===== config.mk =====
export PLATFORM = sky130hd
export DESIGN_NAME = trap_entry_ctrl
export DESIGN_NICKNAME = d
export VERILOG_FILES = /design/src/rtl/trap_entry_ctrl.sv
export SDC_FILE = /design/constraint.sdc
export NUM_CORES = 1
export LEC_CHECK = 0
export ABC_CLOCK_PERIOD_IN_PS = 6900
export BUFFER_PORTS_ARGS = -buffer_cell sky130_fd_sc_hd__buf_4
export CAP_MARGIN = 0
export CORE_MARGIN = 1
export CORE_UTILIZATION = 50
export DETAILED_ROUTE_END_ITERATION = 8
export PLACE_DENSITY = 0.7
export SLEW_MARGIN = 25
export SYNTH_ARGS = -nofsm -noshare
export SYNTH_HDL_FRONTEND = slang
export SYNTH_SLANG_ARGS = --single-unit

===== constraint.sdc =====
create_clock -name clk -period 6.9 [get_ports clk]
set_clock_uncertainty 0.05 [all_clocks]
set_input_delay 0.345 -clock clk [delete_from_list [all_inputs] [get_ports clk]]
set_output_delay 0.345 -clock clk [all_outputs]
set_load 0.01 [all_outputs]

===== src/rtl/trap_entry_ctrl.sv =====
`timescale 1ns/1ps
module trap_entry_ctrl #(
  parameter int XLEN     = 64,
  parameter int NIRQ     = 13,
  parameter int INT_BASE = 64,
  parameter int VSW      = 3
) (
  input  logic            clk,
  input  logic            rst_n,
  input  logic            exc_req,
  input  logic [5:0]      exc_code,
  input  logic [8:0]      exc_sub,
  input  logic            tlb_refill,
  input  logic            ibus_err,
  input  logic            dbus_err,
  input  logic [XLEN-1:0] epc,
  input  logic [31:0]     inst,
  input  logic [NIRQ-1:0] irq_lines,
  input  logic            csr_we,
  input  logic [3:0]      csr_addr,
  input  logic [XLEN-1:0] csr_wdata,
  output logic [XLEN-1:0] csr_rdata,
  output logic            redirect_valid,
  output logic [XLEN-1:0] redirect_pc
);
  localparam int VECW = (NIRQ > 1) ? $clog2(NIRQ) : 1;
  localparam logic [5:0] C_INT = 6'd0, C_PIF = 6'd3, C_ADE = 6'd8;
  localparam logic [5:0] C_SYS = 6'd10, C_LAST = 6'd17, C_DBP = 6'd63;
  localparam logic [5:0] DBG_CODE = 6'hC;
  localparam logic [XLEN-1:0] DBG_OFF = XLEN'(12'h480);
  localparam logic [3:0] A_MODE = 4'd0, A_SAVED = 4'd1, A_STAT = 4'd2, A_RET = 4'd3,
                         A_BADA = 4'd4, A_BADI = 4'd5, A_VBASE = 4'd6, A_ICFG = 4'd7,
                         A_RSAVED = 4'd8, A_RRET = 4'd9, A_RBASE = 4'd10, A_DCTL = 4'd11,
                         A_DRET = 4'd12;

  typedef enum logic [2:0] {K_NONE, K_INT, K_EXC, K_RFL, K_DBG} kind_t;

  logic [1:0]      plv_q, pplv_q, rpplv_q;
  logic            ie_q, da_q, pg_q, pie_q, rpie_q;
  logic [5:0]      maj_q, dcode_q;
  logic [8:0]      sub_q;
  logic [XLEN-1:0] ret_q, bada_q, vbase_q, rret_q, rbase_q, dret_q;
  logic [31:0]     badi_q;
  logic [NIRQ-1:0] lie_q;
  logic [VSW-1:0]  vs_q;
  logic            dst_q, dcl_q, dei_q;

  logic            sync_req, code_ok, hw_irq, set_bada, set_badi;
  logic [5:0]      code;
  logic [8:0]      sub;
  logic [NIRQ-1:0] act_irq;
  logic [VECW-1:0] vec;
  logic [XLEN-1:0] vec_code, vec_off, target;
  kind_t           kind;

  assign sync_req = ibus_err | dbus_err | exc_req;
  assign code     = (ibus_err | dbus_err) ? C_ADE : exc_code;
  assign sub      = ibus_err ? 9'd0 : (dbus_err ? 9'd1 : exc_sub);
  assign code_ok  = (code <= C_LAST) || (code == C_DBP);
  assign act_irq  = irq_lines & lie_q;
  assign hw_irq   = ie_q & ~dst_q & (|act_irq);

  always_comb begin
    kind = K_NONE;
    if (sync_req) begin
      if (!code_ok)             kind = K_NONE;
      else if (code == C_DBP)   kind = K_DBG;
      else if (code == C_INT)   kind = dst_q ? K_DBG : K_INT;
      else if (tlb_refill)      kind = K_RFL;
      else                      kind = K_EXC;
    end else if (hw_irq) begin
      kind = K_INT;
    end
  end

  always_comb begin
    vec = '0;
    for (int i = 0; i < NIRQ; i++)
      if (act_irq[i]) vec = VECW'(i);
  end

  assign vec_code = (kind == K_INT) ? XLEN'(INT_BASE) + XLEN'(vec) : XLEN'(code);
  assign vec_off  = (vs_q == '0) ? '0 : (vec_code << (vs_q + 2));

  always_comb begin
    case (kind)
      K_DBG:   target = vbase_q + DBG_OFF;
      K_RFL:   target = rbase_q;
      default: target = vbase_q + vec_off;
    endcase
  end

  assign set_bada = (kind == K_EXC || kind == K_RFL) && code >= C_SYS && code <= C_LAST;
  assign set_badi = (kind == K_EXC || kind == K_RFL) && code != C_PIF &&
                    !(code == C_ADE && sub == 9'd0);

  always_ff @(posedge clk or negedge rst_n) begin
    if (!rst_n) begin
      redirect_valid <= 1'b0;
      redirect_pc    <= '0;
      plv_q  <= '0;  ie_q <= 1'b0; da_q <= 1'b1; pg_q <= 1'b0;
      pplv_q <= '0;  pie_q <= 1'b0;
      rpplv_q <= '0; rpie_q <= 1'b0;
      maj_q  <= '0;  sub_q <= '0;
      ret_q  <= '0;  bada_q <= '0; badi_q <= '0; vbase_q <= '0;
      lie_q  <= '0;  vs_q <= '0;
      rret_q <= '0;  rbase_q <= '0;
      dst_q  <= 1'b0; dcl_q <= 1'b0; dei_q <= 1'b0; dcode_q <= '0; dret_q <= '0;
    end else begin
      redirect_valid <= (kind != K_NONE);
      redirect_pc    <= target;
      if (kind == K_NONE && csr_we) begin
        case (csr_addr)
          A_MODE:   begin plv_q <= csr_wdata[1:0]; ie_q <= csr_wdata[2];
                          da_q <= csr_wdata[3]; pg_q <= csr_wdata[4]; end
          A_SAVED:  begin pplv_q <= csr_wdata[1:0]; pie_q <= csr_wdata[2]; end
          A_RET:    ret_q <= csr_wdata;
          A_BADA:   bada_q <= csr_wdata;
          A_BADI:   badi_q <= csr_wdata[31:0];
          A_VBASE:  vbase_q <= csr_wdata;
          A_ICFG:   begin lie_q <= csr_wdata[NIRQ-1:0]; vs_q <= csr_wdata[16 +: VSW]; end
          A_RSAVED: begin rpplv_q <= csr_wdata[1:0]; rpie_q <= csr_wdata[2]; end
          A_RRET:   rret_q <= csr_wdata;
          A_RBASE:  rbase_q <= csr_wdata;
          A_DCTL:   begin dst_q <= csr_wdata[0]; dcl_q <= csr_wdata[1];
                          dei_q <= csr_wdata[2]; dcode_q <= csr_wdata[8:3]; end
          A_DRET:   dret_q <= csr_wdata;
          default: ;
        endcase
      end
      if (set_bada) bada_q <= epc;
      if (set_badi) badi_q <= inst;
      case (kind)
        K_INT, K_EXC: begin
          pplv_q <= plv_q;
          pie_q  <= ie_q;
          maj_q  <= (kind == K_INT) ? C_INT : code;
          sub_q  <= (kind == K_INT) ? 9'd0 : sub;
          ret_q  <= epc;
          plv_q  <= '0;
          ie_q   <= 1'b0;
        end
        K_RFL: begin
          rpplv_q <= plv_q;
          rpie_q  <= ie_q;
          da_q    <= 1'b1;
          pg_q    <= 1'b0;
          rret_q  <= epc >> 2;
          plv_q   <= '0;
          ie_q    <= 1'b0;
        end
        K_DBG: begin
          if (code == C_DBP) begin
            dcl_q   <= 1'b1;
            dcode_q <= DBG_CODE;
          end else begin
            dei_q   <= 1'b1;
          end
          dret_q <= epc;
          dst_q  <= 1'b1;
        end
        default: ;
      endcase
    end
  end

  always_comb begin
    csr_rdata = '0;
    case (csr_addr)
      A_MODE:   csr_rdata = XLEN'({pg_q, da_q, ie_q, plv_q});
      A_SAVED:  csr_rdata = XLEN'({pie_q, pplv_q});
      A_STAT:   begin
                  csr_rdata[NIRQ-1:0] = irq_lines;
                  csr_rdata[21:16]    = maj_q;
                  csr_rdata[30:22]    = sub_q;
                end
      A_RET:    csr_rdata = ret_q;
      A_BADA:   csr_rdata = bada_q;
      A_BADI:   csr_rdata = XLEN'(badi_q);
      A_VBASE:  csr_rdata = vbase_q;
      A_ICFG:   begin
                  csr_rdata[NIRQ-1:0] = lie_q;
                  csr_rdata[16 +: VSW] = vs_q;
                end
      A_RSAVED: csr_rdata = XLEN'({rpie_q, rpplv_q});
      A_RRET:   csr_rdata = rret_q;
      A_RBASE:  csr_rdata = rbase_q;
      A_DCTL:   csr_rdata = XLEN'({dcode_q, dei_q, dcl_q, dst_q});
      A_DRET:   csr_rdata = dret_q;
      default:  csr_rdata = '0;
    endcase
  end
endmodule


==> results_dict.tcl <==
set metrics [dict create \
    status "completed" \
    antenna_found_initial 5 \
    nNetsFinal 3687 \
    min_path_cells 3 \
    grt_pass1_vias 28500 \
    yosysSeqAreaShare 0.455 \
    maxSlewHeadroom 0.234 \
    core_area_um2 57800 \
    max_clock_freq_ghz 0.167 \
    grt.overflow.total 0 \
    drc 0 \
    slew_viol_final 0 \
    fp.dieW_um 244 \
    gp_congestion 0.967 \
    r2r-end "redirect_pc[23]" \
    root_buffer "clkbuf_16" \
    layout-drive-gt1-share 0.190 \
    yosysUniqueCellTypes 85 \
    hold_viol_final 0 \
    slowest_stage "nor2_1" \
    max-cap-violations 0 \
    synth-main-ff-cell "dfrtp_1" \
    slowest_delay_ns 0.75 \
    path_common_cell "o21ai_0" \
    yosysWarnings 0 \
    netlist.area_leader.share 0.454 \
    dieHeight_um 244 \
    placedInstanceArea_um2 32100 \
    grt_max_degree 184 \
    powerDensity_nw_per_um2 243 \
    numCtsBuffers 57 \
    avgViaCountPerCell 6.70 \
    synth.largest_area_cell "dfrtp_1" \
    wirelength_um 117000 \
    setup_viol 0 \
    clk_pin_slew_ns 0.06 \
    crit_chain "a22o_1, and4b_1, a21oi_4, nor2_1, a31oi_1, a32oi_1, mux2i_1, nor3_1, ha_1, o21a_1, a211oi_1, o21ai_0, o21ai_1, a21boi_1, o21ai_0, xor2_1, o221ai_1" \
    design_area_um2 36100 \
    hold_path_end "badi_q[5]" \
    path_buf_inv 0 \
    r2r-start "lie_q[4]" \
    ios 328 \
    cts-resized-gates 0 \
    grt_pass1_wl_um 177000 \
    grt_use_total 0.386 \
    async_reset_ff_frac 1.00 \
    cp-start-kind "register" \
    worstPathRequired_ns 7.35 \
    drtIter0Drc 3938 \
    synth_nets 3314 \
    dieArea_um2 59500 \
    arrival_ns 6.44 \
    setup_tns_ns 0 \
    vdd_drop_max_mv 0.193 \
    cts.sinks 532 \
    period_share 0.868 \
    r2r_slack_ns 0.91 \
    crit_path_end_kind "register" \
    dpl.hpwl_um 75600 \
    crit_type "reg -> reg" \
    synth_edf_count 0 \
    hold_path.class "in -> reg" \
    fin_crit_ns 5.99 \
    worstMarginPinSlew_ns 1.15 \
    syn2layout_area_growth_pct 23.2 \
    cts_max_level 2 \
    std_cell_rows 88 \
    crit_family "compound AO/OA/AOI/OAI gates" \
    rsz0062_at_grt "no" \
    hold_start "inst[5]" \
    synth.most_common_cell "dfrtp_1" \
    port_buffers 327 \
    cp_max_fo 13 \
    first_pass_iters 7 \
    synth-seq-cells 532 \
    vias 28700 \
    yosys-top-cells-area "dfrtp_1, mux2i_1, nand2_1, mux2_2, a22oi_1" \
    cts_buffer_depth 3 \
    ant_nets 0 \
    start_util 0.506 \
    cts_tree "done" \
    syn_area_per_cell_um2 9.47 \
    post_cts_buffers 0 \
    syn_area_um2 29300 \
    postSynthCellCount 3090 \
    leakagePower_nw 16.9 \
    r2r_cells 17 \
    ys_top_cells_by_count "dfrtp_1, nand2_1, nand3_1, o21ai_0, a22oi_1" \
    avgRoutedWirePerCell_um 27.3 \
    insertion_delay_ns 0.63 \
]
## how the worst max path moves through the flow
stage                   from              end  slack (ns)  cells past startpoint
floorplan           dbus_err  redirect_pc[58]        2.43                     18
global placement    dbus_err  redirect_pc[49]        1.00                     18
detailed placement  dbus_err  redirect_pc[23]        0.89                     18
CTS                 lie_q[4]  redirect_pc[23]        0.97                     17
global route        lie_q[4]  redirect_pc[23]        0.37                     17
finish              lie_q[4]  redirect_pc[23]        0.91                     17
## registers in the layout, summed over array words and instances, names as in the netlist, 9 cells and up
signal       flops
redirect_pc     64
badi_q          32
bada_q          64
vbase_q         64
rret_q          64
rbase_q         64
lie_q           13
ret_q           64
dret_q          64
sub_q            9
## timing repair
item / 4_1_cts / 5_1_grt
endpoints found under the hold margin: 512 / 0
hold buffers: 201 / 0
endpoints found under the setup margin: 0 / 0
## tightest hold or removal path, stage by stage
cell,delay [ns]
buf_4,0.08
mux2i_1,0.09
o21ai_0,0.15
## per-layer routing
layer / global-route usage / share of wire
met2: 0.583 / 0.45
met3: 0.0920 / 0.11
met1: 0.537 / 0.40
met5: 0 / 0.00034
met4: 0.149 / 0.035
## report_power, final
| group | total [W] | switching [W] | internal, W |
|---|---|---|---|
| logic | 0.00163 | 0.000891 | 0.000740 |
| clock network | 0.00315 | 0.00134 | 0.00181 |
| registers | 0.00400 | 0.000441 | 0.00355 |
| total | 0.00878 | 0.00267 | 0.00611 |
## logic make-up (layout without fill, tap and decap cells)
logic type               after synthesis  after routing  share of synthesized area
adder cells (fa/ha/maj)               25             25                     0.0109
flip-flops                           532            532                      0.455
XOR/XNOR                              58             58                     0.0174
multiplexers                         327            327                      0.119
other                                  0              2                          0
buffers and inverters                275            694                     0.0400
AO/OA/AOI/OAI                        780            780                      0.183
AND/OR/NAND/NOR                     1093           1093                      0.175
## layout by cell type, fill, tap and decap left out, drive strengths merged, types with 6 or more instances in the layout
master	instances
or2	11
nor3	42
dfrtp	531
or3	8
xor2	33
a21o	9
nand2	448
o221ai	7
mux2	147
a211o	6
o21a	6
a211oi	10
nor4	17
nor2b	7
xnor2	25
ha	24
nand4	49
a221oi	24
nand3	294
a222oi	16
and2	13
buf	374
a22o	32
nand2b	17
mux2i	179
o21ai	238
and3	45
and4	6
o211ai	10
a221o	40
clkinv	9
a21oi	67
inv	15
nor2	117
dlygate4sd3	201
a31oi	44
a22oi	216
clkbuf	91
## per-stage QoR
stage               power, W  setup WS (ns)  hold slack, ns  std cells   util
finish               0.00878          0.908          0.0210       4276  0.624
global route         0.00907          0.374          0.0158       4274  0.624
CTS                  0.00873          0.969       0.0000452       4272  0.622
detailed placement   0.00549          0.887           0.420       3966  0.555
global placement     0.00543           1.00           0.411       3966  0.554
floorplan            0.00471           2.43       -0.000591       3090      -
## area by class of cell
class | instances | area [um2]
Multi-Input combinational cell | 2283 | 14900
Clock inverter | 14 | 155
Inverter | 14 | 52.6
Tap cell | 765 | 957
Antenna cell | 2 | 5.00
Fill cell | 4754 | 21800
Clock buffer | 91 | 1760
Timing Repair Buffer | 575 | 4880
Sequential cell | 532 | 13300
No activity file was read; power rests on OpenSTA's default activity.
